### src/rtl/hzPkg.sv
package hzPkg;
  localparam int REG_AW = 3;
  localparam int SEL_W  = 2;

  typedef enum logic [SEL_W-1:0] {
    SRC_RF  = 2'd0,
    SRC_MEM = 2'd1,
    SRC_WB  = 2'd2
  } srcSel_e;

  typedef struct packed {
    logic fwdOn;
    logic stall;
  } ctlStrobes_t;
endpackage

### src/rtl/hzMatch.sv
module hzMatch #(
  parameter int AW = 3
) (
  input  logic [AW-1:0] srcReg,
  input  logic          srcUse,
  input  logic [AW-1:0] dstReg,
  input  logic          dstWe,
  output logic          hit
);
  always_comb hit = srcUse && dstWe && (srcReg == dstReg);
endmodule

### src/rtl/hzStallCtl.sv
module hzStallCtl
  import hzPkg::*;
#(
  parameter int AW = REG_AW
) (
  input  logic          fwdEnable,
  input  logic [AW-1:0] dSrcA,
  input  logic          dSrcAUse,
  input  logic [AW-1:0] dSrcB,
  input  logic          dSrcBUse,
  input  logic          dIsStore,
  input  logic          dUsesNzp,
  input  logic [AW-1:0] xDst,
  input  logic          xRegWe,
  input  logic          xNzpWe,
  input  logic          xIsLoad,
  input  logic [AW-1:0] mDst,
  input  logic          mRegWe,
  input  logic          mNzpWe,
  output ctlStrobes_t   strobes
);
  localparam int N_OPS = 2;

  logic [N_OPS-1:0][AW-1:0] srcReg;
  logic [N_OPS-1:0]         srcUse;
  logic [N_OPS-1:0]         hitX;
  logic [N_OPS-1:0]         hitM;

  always_comb begin
    srcReg[0] = dSrcA;
    srcReg[1] = dSrcB;
    srcUse[0] = dSrcAUse;
    srcUse[1] = dSrcBUse;
  end

  for (genvar op = 0; op < N_OPS; op++) begin : gOpCmp
    hzMatch #(.AW(AW)) uCmpX (
      .srcReg(srcReg[op]), .srcUse(srcUse[op]),
      .dstReg(xDst), .dstWe(xRegWe), .hit(hitX[op])
    );
    hzMatch #(.AW(AW)) uCmpM (
      .srcReg(srcReg[op]), .srcUse(srcUse[op]),
      .dstReg(mDst), .dstWe(mRegWe), .hit(hitM[op])
    );
  end

  logic loadUseA;
  logic loadUseB;
  logic loadNzp;
  logic stallFwd;
  logic stallNoFwd;

  always_comb begin
    // operand B of a store is data; it is covered later by the W->M path
    loadUseA   = xIsLoad && hitX[0];
    loadUseB   = xIsLoad && hitX[1] && !dIsStore;
    loadNzp    = xIsLoad && xNzpWe && dUsesNzp;
    stallFwd   = loadUseA || loadUseB || loadNzp;
    stallNoFwd = (|hitX) || (|hitM) || (dUsesNzp && (xNzpWe || mNzpWe));
    strobes.fwdOn = fwdEnable;
    strobes.stall = fwdEnable ? stallFwd : stallNoFwd;
  end
endmodule

### src/rtl/hzFwdSelect.sv
module hzFwdSelect
  import hzPkg::*;
#(
  parameter int AW = REG_AW
) (
  input  ctlStrobes_t   strobes,
  input  logic [AW-1:0] xSrcA,
  input  logic          xSrcAUse,
  input  logic [AW-1:0] xSrcB,
  input  logic          xSrcBUse,
  input  logic          xUsesNzp,
  input  logic [AW-1:0] mDst,
  input  logic          mRegWe,
  input  logic          mNzpWe,
  input  logic          mIsStore,
  input  logic [AW-1:0] mStoreSrc,
  input  logic [AW-1:0] wDst,
  input  logic          wRegWe,
  input  logic          wNzpWe,
  output logic [SEL_W-1:0] aluASel,
  output logic [SEL_W-1:0] aluBSel,
  output logic             storeDataSel,
  output logic [SEL_W-1:0] nzpSel
);
  localparam int N_OPS = 2;

  logic [N_OPS-1:0][AW-1:0]    opReg;
  logic [N_OPS-1:0]            opUse;
  logic [N_OPS-1:0]            hitM;
  logic [N_OPS-1:0]            hitW;
  logic [N_OPS-1:0][SEL_W-1:0] opSel;
  logic                        storeHitW;

  always_comb begin
    opReg[0] = xSrcA;
    opReg[1] = xSrcB;
    opUse[0] = xSrcAUse;
    opUse[1] = xSrcBUse;
  end

  for (genvar op = 0; op < N_OPS; op++) begin : gOpFwd
    hzMatch #(.AW(AW)) uCmpM (
      .srcReg(opReg[op]), .srcUse(opUse[op]),
      .dstReg(mDst), .dstWe(mRegWe), .hit(hitM[op])
    );
    hzMatch #(.AW(AW)) uCmpW (
      .srcReg(opReg[op]), .srcUse(opUse[op]),
      .dstReg(wDst), .dstWe(wRegWe), .hit(hitW[op])
    );
    always_comb begin
      if (!strobes.fwdOn)   opSel[op] = SRC_RF;
      else if (hitM[op])    opSel[op] = SRC_MEM;
      else if (hitW[op])    opSel[op] = SRC_WB;
      else                  opSel[op] = SRC_RF;
    end
  end

  hzMatch #(.AW(AW)) uCmpStore (
    .srcReg(mStoreSrc), .srcUse(mIsStore),
    .dstReg(wDst), .dstWe(wRegWe), .hit(storeHitW)
  );

  always_comb begin
    aluASel      = opSel[0];
    aluBSel      = opSel[1];
    storeDataSel = strobes.fwdOn && storeHitW;
    if (!strobes.fwdOn || !xUsesNzp) nzpSel = SRC_RF;
    else if (mNzpWe)                 nzpSel = SRC_MEM;
    else if (wNzpWe)                 nzpSel = SRC_WB;
    else                             nzpSel = SRC_RF;
  end
endmodule

### src/rtl/pipeFwdHazard.sv
module pipeFwdHazard
  import hzPkg::*;
(
  input  logic       fwdEnable,
  input  logic [2:0] dSrcA,
  input  logic       dSrcAUse,
  input  logic [2:0] dSrcB,
  input  logic       dSrcBUse,
  input  logic       dIsStore,
  input  logic       dUsesNzp,
  input  logic [2:0] xSrcA,
  input  logic       xSrcAUse,
  input  logic [2:0] xSrcB,
  input  logic       xSrcBUse,
  input  logic       xUsesNzp,
  input  logic [2:0] xDst,
  input  logic       xRegWe,
  input  logic       xNzpWe,
  input  logic       xIsLoad,
  input  logic [2:0] mDst,
  input  logic       mRegWe,
  input  logic       mNzpWe,
  input  logic       mIsStore,
  input  logic [2:0] mStoreSrc,
  input  logic [2:0] wDst,
  input  logic       wRegWe,
  input  logic       wNzpWe,
  output logic [1:0] aluASel,
  output logic [1:0] aluBSel,
  output logic       storeDataSel,
  output logic [1:0] nzpSel,
  output logic       stallD
);
  ctlStrobes_t strobes;

  hzStallCtl #(.AW(REG_AW)) uCtl (
    .fwdEnable(fwdEnable),
    .dSrcA(dSrcA), .dSrcAUse(dSrcAUse),
    .dSrcB(dSrcB), .dSrcBUse(dSrcBUse),
    .dIsStore(dIsStore), .dUsesNzp(dUsesNzp),
    .xDst(xDst), .xRegWe(xRegWe), .xNzpWe(xNzpWe), .xIsLoad(xIsLoad),
    .mDst(mDst), .mRegWe(mRegWe), .mNzpWe(mNzpWe),
    .strobes(strobes)
  );

  hzFwdSelect #(.AW(REG_AW)) uDp (
    .strobes(strobes),
    .xSrcA(xSrcA), .xSrcAUse(xSrcAUse),
    .xSrcB(xSrcB), .xSrcBUse(xSrcBUse),
    .xUsesNzp(xUsesNzp),
    .mDst(mDst), .mRegWe(mRegWe), .mNzpWe(mNzpWe),
    .mIsStore(mIsStore), .mStoreSrc(mStoreSrc),
    .wDst(wDst), .wRegWe(wRegWe), .wNzpWe(wNzpWe),
    .aluASel(aluASel), .aluBSel(aluBSel),
    .storeDataSel(storeDataSel), .nzpSel(nzpSel)
  );

  always_comb stallD = strobes.stall;
endmodule

### config.mk
export PLATFORM = sky130hd
export DESIGN_NAME = pipeFwdHazard
export DESIGN_NICKNAME = d
export VERILOG_FILES = /design/src/rtl/hzPkg.sv /design/src/rtl/hzMatch.sv /design/src/rtl/hzStallCtl.sv /design/src/rtl/hzFwdSelect.sv /design/src/rtl/pipeFwdHazard.sv
export SDC_FILE = /design/constraint.sdc
export NUM_CORES = 1
export LEC_CHECK = 0
export ABC_AREA = 1
export BUFFER_PORTS_ARGS = -buffer_cell sky130_fd_sc_hd__buf_2
export CAP_MARGIN = 15
export CORE_AREA = 2 2 39 41
export DETAILED_ROUTE_END_ITERATION = 10
export DIE_AREA = 0 0 41 43
export GPL_TIMING_DRIVEN = 0
export PLACE_DENSITY_LB_ADDON = 0.12
export REMOVE_ABC_BUFFERS = 1
export SETUP_SLACK_MARGIN = 0.1
export SYNTH_ARGS = -nofsm -noshare
export SYNTH_HDL_FRONTEND = slang
export SYNTH_SLANG_ARGS = --single-unit
export TNS_END_PERCENT = 50
### constraint.sdc
create_clock -name vclk -period 1.9
set_input_delay 0.38 -clock vclk [all_inputs]
set_output_delay 0.38 -clock vclk [all_outputs]
set_load 0.01 [all_outputs]
Yosys cells after proc, flatten, opt, wreduce, memory -nomap -nowiden
Index checks and enable logic that the tools add are counted.

Bits in registers: 0. Input port bits: 40. Output and inout port bits: 8. Logic and storage cells: 55.

Equality and inequality tests: 9. Muxes and demuxes: 10. Reductions and logical operators: 36.

Operators with widths (count): 3-bit == test (9); 1-bit logical AND (25); 2-bit 2-to-1 mux (9); 1-bit logical OR (6); 2-bit OR reduction (2); 1-bit zero test (3); 1-bit 2-to-1 mux (1).

Depth between registers and ports, before layout
Gate-level depths: netlist of the first run.

Word-level depth: 7. Gate-level depth with buffers: 10.

Cells and area by module
From an unflattened synthesis of the first run, not the netlist that was laid out.

Cell total of the unflattened synthesis: 187. Area, all modules: 772.0 um^2.

Modules (own cells, without submodules): hzMatch (instances 9, cells each 17, area an instance 70.1 um^2, sequential area each 0.0 um^2); hzStallCtl (instances 1, cells each 19, area an instance 80.1 um^2, sequential area each 0.0 um^2); hzFwdSelect (instances 1, cells each 15, area an instance 61.3 um^2, sequential area each 0.0 um^2).

Worst setup path before layout of the first run
No wires, ideal clock.

Path type: input -> output. From: in mDst[1]. To: out aluASel[0]. Arrival: 1.017 ns. Required time: 1.520 ns. Slack: 0.503 ns. Cell stages on the path: 4. Path buffers: 0. Path through: inv_2 -> or2_0 -> o21ai_1 -> nor4_1.

Word-level cells in the longest chain between the ends: 4.

Ends and longest elaborated chain: start, declared (line pipeFwdHazard.sv:20) `input logic [2:0] mDst,`; 3-bit == test (line hzMatch.sv:10) `always_comb hit = srcUse && dstWe && (srcReg == dstReg);`; 1-bit logical AND (line hzMatch.sv:10); 2-bit 2-to-1 mux (line hzFwdSelect.sv:52) `else if (hitM[op]) opSel[op] = SRC_MEM;`; 2-bit 2-to-1 mux (line hzFwdSelect.sv:51) `if (!strobes.fwdOn) opSel[op] = SRC_RF;`; end, declared (line pipeFwdHazard.sv:28) `output logic [1:0] aluASel,`.

Every way passes these cells.

Worst setup path after layout of the first run
Ends and elaborated chain as after synthesis.

==> run_results.csv, run 1 <==
group,metric,value,unit
timing,finalSetupViolCount,0,
clock_tree,post_cts_resized,0,
status,outcome,"completed",
place,portBuffers,48,
timing,worstMarginPinSlew,0.237,ns
pwr,p_total,0.000153,W
timing,period_share,83.5,%
worst_setup_path,crit_type,"primary input to output port",
place,dp_cells,178,
clock_tree,holdBufCountCts,0,
job,drv_cap,0,
logic_synthesis,synthXorXnorAreaFrac,17.9,%
floorplanning,initial_core_util,39.0,%
logic_synthesis,synth_top_family_by_area,"simple AND/OR/NAND/NOR gates",
logic_synthesis,synthCells,114,
finish,instances_no_fill,178,
finish,final_cell_mix,"nand2_1, buf_2, nor2_1",
global_route,grt_max_degree,9,
logic_synthesis,synth.area.mux_share,0,%
place,place_ws,0.312,ns
timing,slew_headroom,84.0,%
timing,drv_slew,0,
place,placed_area,800,µm²
global_route,grt_overflow,0,
finish,multi_input_area,483,µm²
pwr,p_per_area,192,nW/µm²
logic_synthesis,yosys_warnings,0,
logic_synthesis,netlist_top_cells_area,"nand2_1, nor2_1, xnor2_1",
place,place.gp.congestion,0.668,
routing,firstDrtPassIters,4,
finish,syn2layout_area_growth,48.3,%
logic_synthesis,yosysSeqAreaShare,0,%
pwr,ir_worst_vdd,0.0798,mV
logic_synthesis,avgSynthCellArea,4.73,µm²
finish,regArea,0,µm²
floorplanning,dieWidth,41,µm
finish,seq_cells,0,
logic_synthesis,synth-compound-area-share,8.35,%
worst_setup_path,crit_path_end_kind,"output port",
timing,fmax,631,MHz
pwr,p_leak,0.514,nW
global_route,grt_antenna_before_repair,0,
routing,wl,1480,µm
global_route,grt_usage,18.9,%
routing,ant_nets,0,
logic_synthesis,synth_fa_ha_area_share,0,%
floorplanning,ios,48,
routing,vias_per_cell,4.54,
worst_setup_path,worst_setup_path_start_kind,"primary input",
floorplanning,num_rows,14,
timing,tns,0,ns
timing,finalHoldViolations,0,
logic_synthesis,synth_cell_types,20,
timing,setup_ws,0.314,ns
routing,drtIter0Drc,9,
logic_synthesis,netlist_area,539,µm²
finish,nClkBuffers,0,
routing,drc,0,
finish,n_fill_cell,153,
floorplanning,die_h,43,µm
global_route,grt_pass1_wl,2480,µm
logic_synthesis,synth_top_area_share,34.1,%
clock_tree,cts_setup_buffers,0,
worst_setup_path,cp_max_fo,6,
logic_synthesis,synth_top_cell_by_area,"nand2_1",
finish,stdcell_area,800,µm²
hold_path,hp-class,"primary input to output port",
worst_setup_path,cp.arrival,1.21,ns
timing,grt_setup_unrepaired,"no",
logic_synthesis,synth-simple-area-share,63.3,%
place,dp_hpwl,1360,µm
finish,layout-drive-gt1-share,34.0,%
timing,period_minus_slack,1.59,ns
floorplanning,core,1380,µm²
routing,wl_per_cell,8.30,µm
finish,num_antenna_cells,0,
floorplanning,die-area,1760,µm²
finish,final_net_count,204,
routing,via_count,808,
worst_setup_path,crit_required,1.52,ns
global_route,grt_pass1_vias,664,
finish,final_common_cell,"nand2_1",
## cells by family after synthesis
kind of cell	Yosys count
and+or+nand+nor	81
buffers and inverters	15
xor gates and xnor gates	11
AOI/OAI and AO/OA	7
## critical path, stage by stage
cell and delay, ns:
buf_2 0.11, inv_2 0.08, or2_0 0.12, o21ai_1 0.08, nor4_1 0.24, buf_2 0.18
## per-stage QoR
step,util (%),hold WS [ns]
5_1_grt,57.8,1.04
6_report,57.8,1.02
2_1_floorplan,-,0.808
3_3_place_gp,57.8,1.02
4_1_cts,57.8,1.02
3_5_place_dp,57.8,1.02
## layer usage
layer	global-route usage (%)	up-vias	part of all wire, %
li1	-	451	-
met1	24.1	332	42
met2	35.0	25	51
met3	0.524	0	6.3
met4	0	0	0
met5	0	-	0
## where the power goes
group / total (W) / internal [W] / switching, W / leakage (nW)
clock: 0 / 0 / 0 / 0
combinational: 0.000153 / 0.0000718 / 0.0000816 / 0.514
sequential: 0 / 0 / 0 / 0
total: 0.000153 / 0.0000718 / 0.0000816 / 0.514
## final timing paths
path    start          to  slack, ns  cells after the start
min    mNzpWe   nzpSel[1]       1.02                      3
max   mDst[1]  aluASel[0]       0.31                      6
## area by class of cell
type	count	share of cell area [%]
multi-input combinational	99	60.4
tap	16	2.50
timing repair buffer	48	30.0
inverter	15	7.04
## cell usage after synthesis (all sizes together) (2+ instances only)
| cell | number |
|---|---|
| inv | 15 |
| nand2 | 49 |
| nand3 | 6 |
| nand4 | 2 |
| nor2 | 17 |
| nor3 | 2 |
| nor4 | 2 |
| o21ai | 4 |
| or2 | 2 |
| xnor2 | 6 |
| xor2 | 5 |
Note: power is estimated with default switching activity, not from simulation.
==> run 2, diff against run 1 <==
Settings changed: CORE_AREA 2 2 39 41 to unset, CORE_UTILIZATION set to 40, DIE_AREA 0 0 41 43 to unset.
Clock period 1.9 ns to 1.49 ns, I/O delays scaled along.
==> run 2 against run 1 <==
Net effect: via count grew 7.5%; non-clock buffer count grew 1; worst setup slack lost 0.24 ns; critical path type unchanged; critical endpoint is now stallD.
==> run_results.csv, run 2 (synthesis gave the netlist of run 1 again) <==
group,metric,value,unit
status,outcome,"completed",
finish,nClkBuffers,0,
job,drv_cap,0,
floorplanning,core,1170,µm²
pwr,p_leak,0.542,nW
finish,regArea,0,µm²
worst_setup_path,worst_setup_path_start_kind,"primary input",
finish,num_antenna_cells,0,
hold_path,min_to,"nzpSel[1]",
worst_setup_path,crit_path_end_kind,"output port",
floorplanning,die_h,38.7,µm
routing,drc,0,
finish,instances_no_fill,177,
place,portBuffers,48,
place,dp_cells,176,
worst_setup_path,cp.arrival,1.11,ns
timing,finalHoldViolations,0,
timing,drv_slew,0,
timing,tns,0,ns
timing,hold_slack,0.858,ns
floorplanning,ios,48,
timing,fmax,708,MHz
finish,seq_cells,0,
finish,final_common_cell,"nand2_1",
finish,layout-drive-gt1-share,47.2,%
floorplanning,die-area,1500,µm²
floorplanning,dieWidth,38.7,µm
global_route,grt_antenna_before_repair,0,
routing,vias_per_cell,4.91,
timing,worstMarginPinSlew,0.270,ns
global_route,grt_pass1_wl,2370,µm
global_route,grt_overflow,0,
place,place.gp.congestion,0.793,
finish,syn2layout_area_growth,74.0,%
global_route,grt_pass1_vias,628,
hold_path,min_from,"mNzpWe",
finish,n_fill_cell,96,
timing,grt_setup_unrepaired,"yes",
worst_setup_path,crit_type,"primary input to output port",
routing,wl,1940,µm
global_route,grt_usage,21.7,%
place,place_ws,0.0595,ns
routing,firstDrtPassIters,4,
timing,finalSetupViolCount,0,
finish,final_net_count,205,
routing,wl_per_cell,11.0,µm
timing,period_minus_slack,1.41,ns
floorplanning,initial_core_util,46.0,%
floorplanning,num_rows,12,
routing,ant_nets,0,
timing,slew_headroom,81.8,%
hold_path,hold_depth,3,
routing,drtIter0Drc,17,
worst_setup_path,crit_required,1.19,ns
pwr,p_per_area,267,nW/µm²
routing,via_count,869,
place,dp_hpwl,1380,µm
hold_path,hp-class,"primary input to output port",
timing,setup_ws,0.0778,ns
pwr,ir_worst_vdd,0.160,mV
timing,period_share,94.8,%
global_route,grt_max_degree,9,
worst_setup_path,cp_max_fo,3,
finish,final_cell_mix,"nand2_1, buf_2, nor2_1",
## run 2: metal layers
layer	routed length, µm	GRT usage (%)	vias up
met5	0	0	-
met4	16	1.72	0
met3	95	1.16	4
met2	1040	39.6	38
met1	784	28.4	370
li1	-	-	457
## run 2: area by class of cell
type	count	area [µm²]	share of cell area, %
multi-input cells	99	524	55.9
well taps	14	17.5	1.87
repair buffers	49	318	33.9
inverters	15	78.8	8.40
## run 2: critical path: stages
cell and delay [ns]:
buf_8 0.08, clkinv_4 0.04, buf_4 0.12, nand2_1 0.07
nand3_2 0.08, nor2_1 0.11, nor2_1 0.05, nand2_1 0.05
nand2_1 0.04, nand2_1 0.05, buf_2 0.12
## run 2: power by group
part           switching [W]  internal (W)
logic               0.000130      0.000121
clock network              0             0
registers                  0             0
total               0.000130      0.000121
## run 2: what timing repair did
item / CTS / global route
gates resized for setup: 12 / 34
setup endpoints to repair: 4 / 5
endpoints found under the hold margin: 0 / 0
hold buffers: 0 / 0
pin swaps: 8 / 18
buffers inserted: 0 / 1
## run 2: through the flow
step	utilization, %	power, W	area (µm²)
floorplan	-	0.000102	539
global placement	68.1	0.000193	797
detailed placement	68.1	0.000199	797
CTS	71.5	0.000212	837
global route	80.1	0.000273	938
finish	80.1	0.000251	938
## run 2: worst max path at each step
stage	start	endpoint	slack, ns
6_report	xDst[0]	stallD	0.08
3_3_place_gp	xDst[1]	stallD	0.07
4_1_cts	xDst[1]	stallD	0.08
5_1_grt	xDst[0]	stallD	0.004
3_5_place_dp	mDst[2]	stallD	0.06
2_1_floorplan	mDst[1]	aluASel[0]	0.26
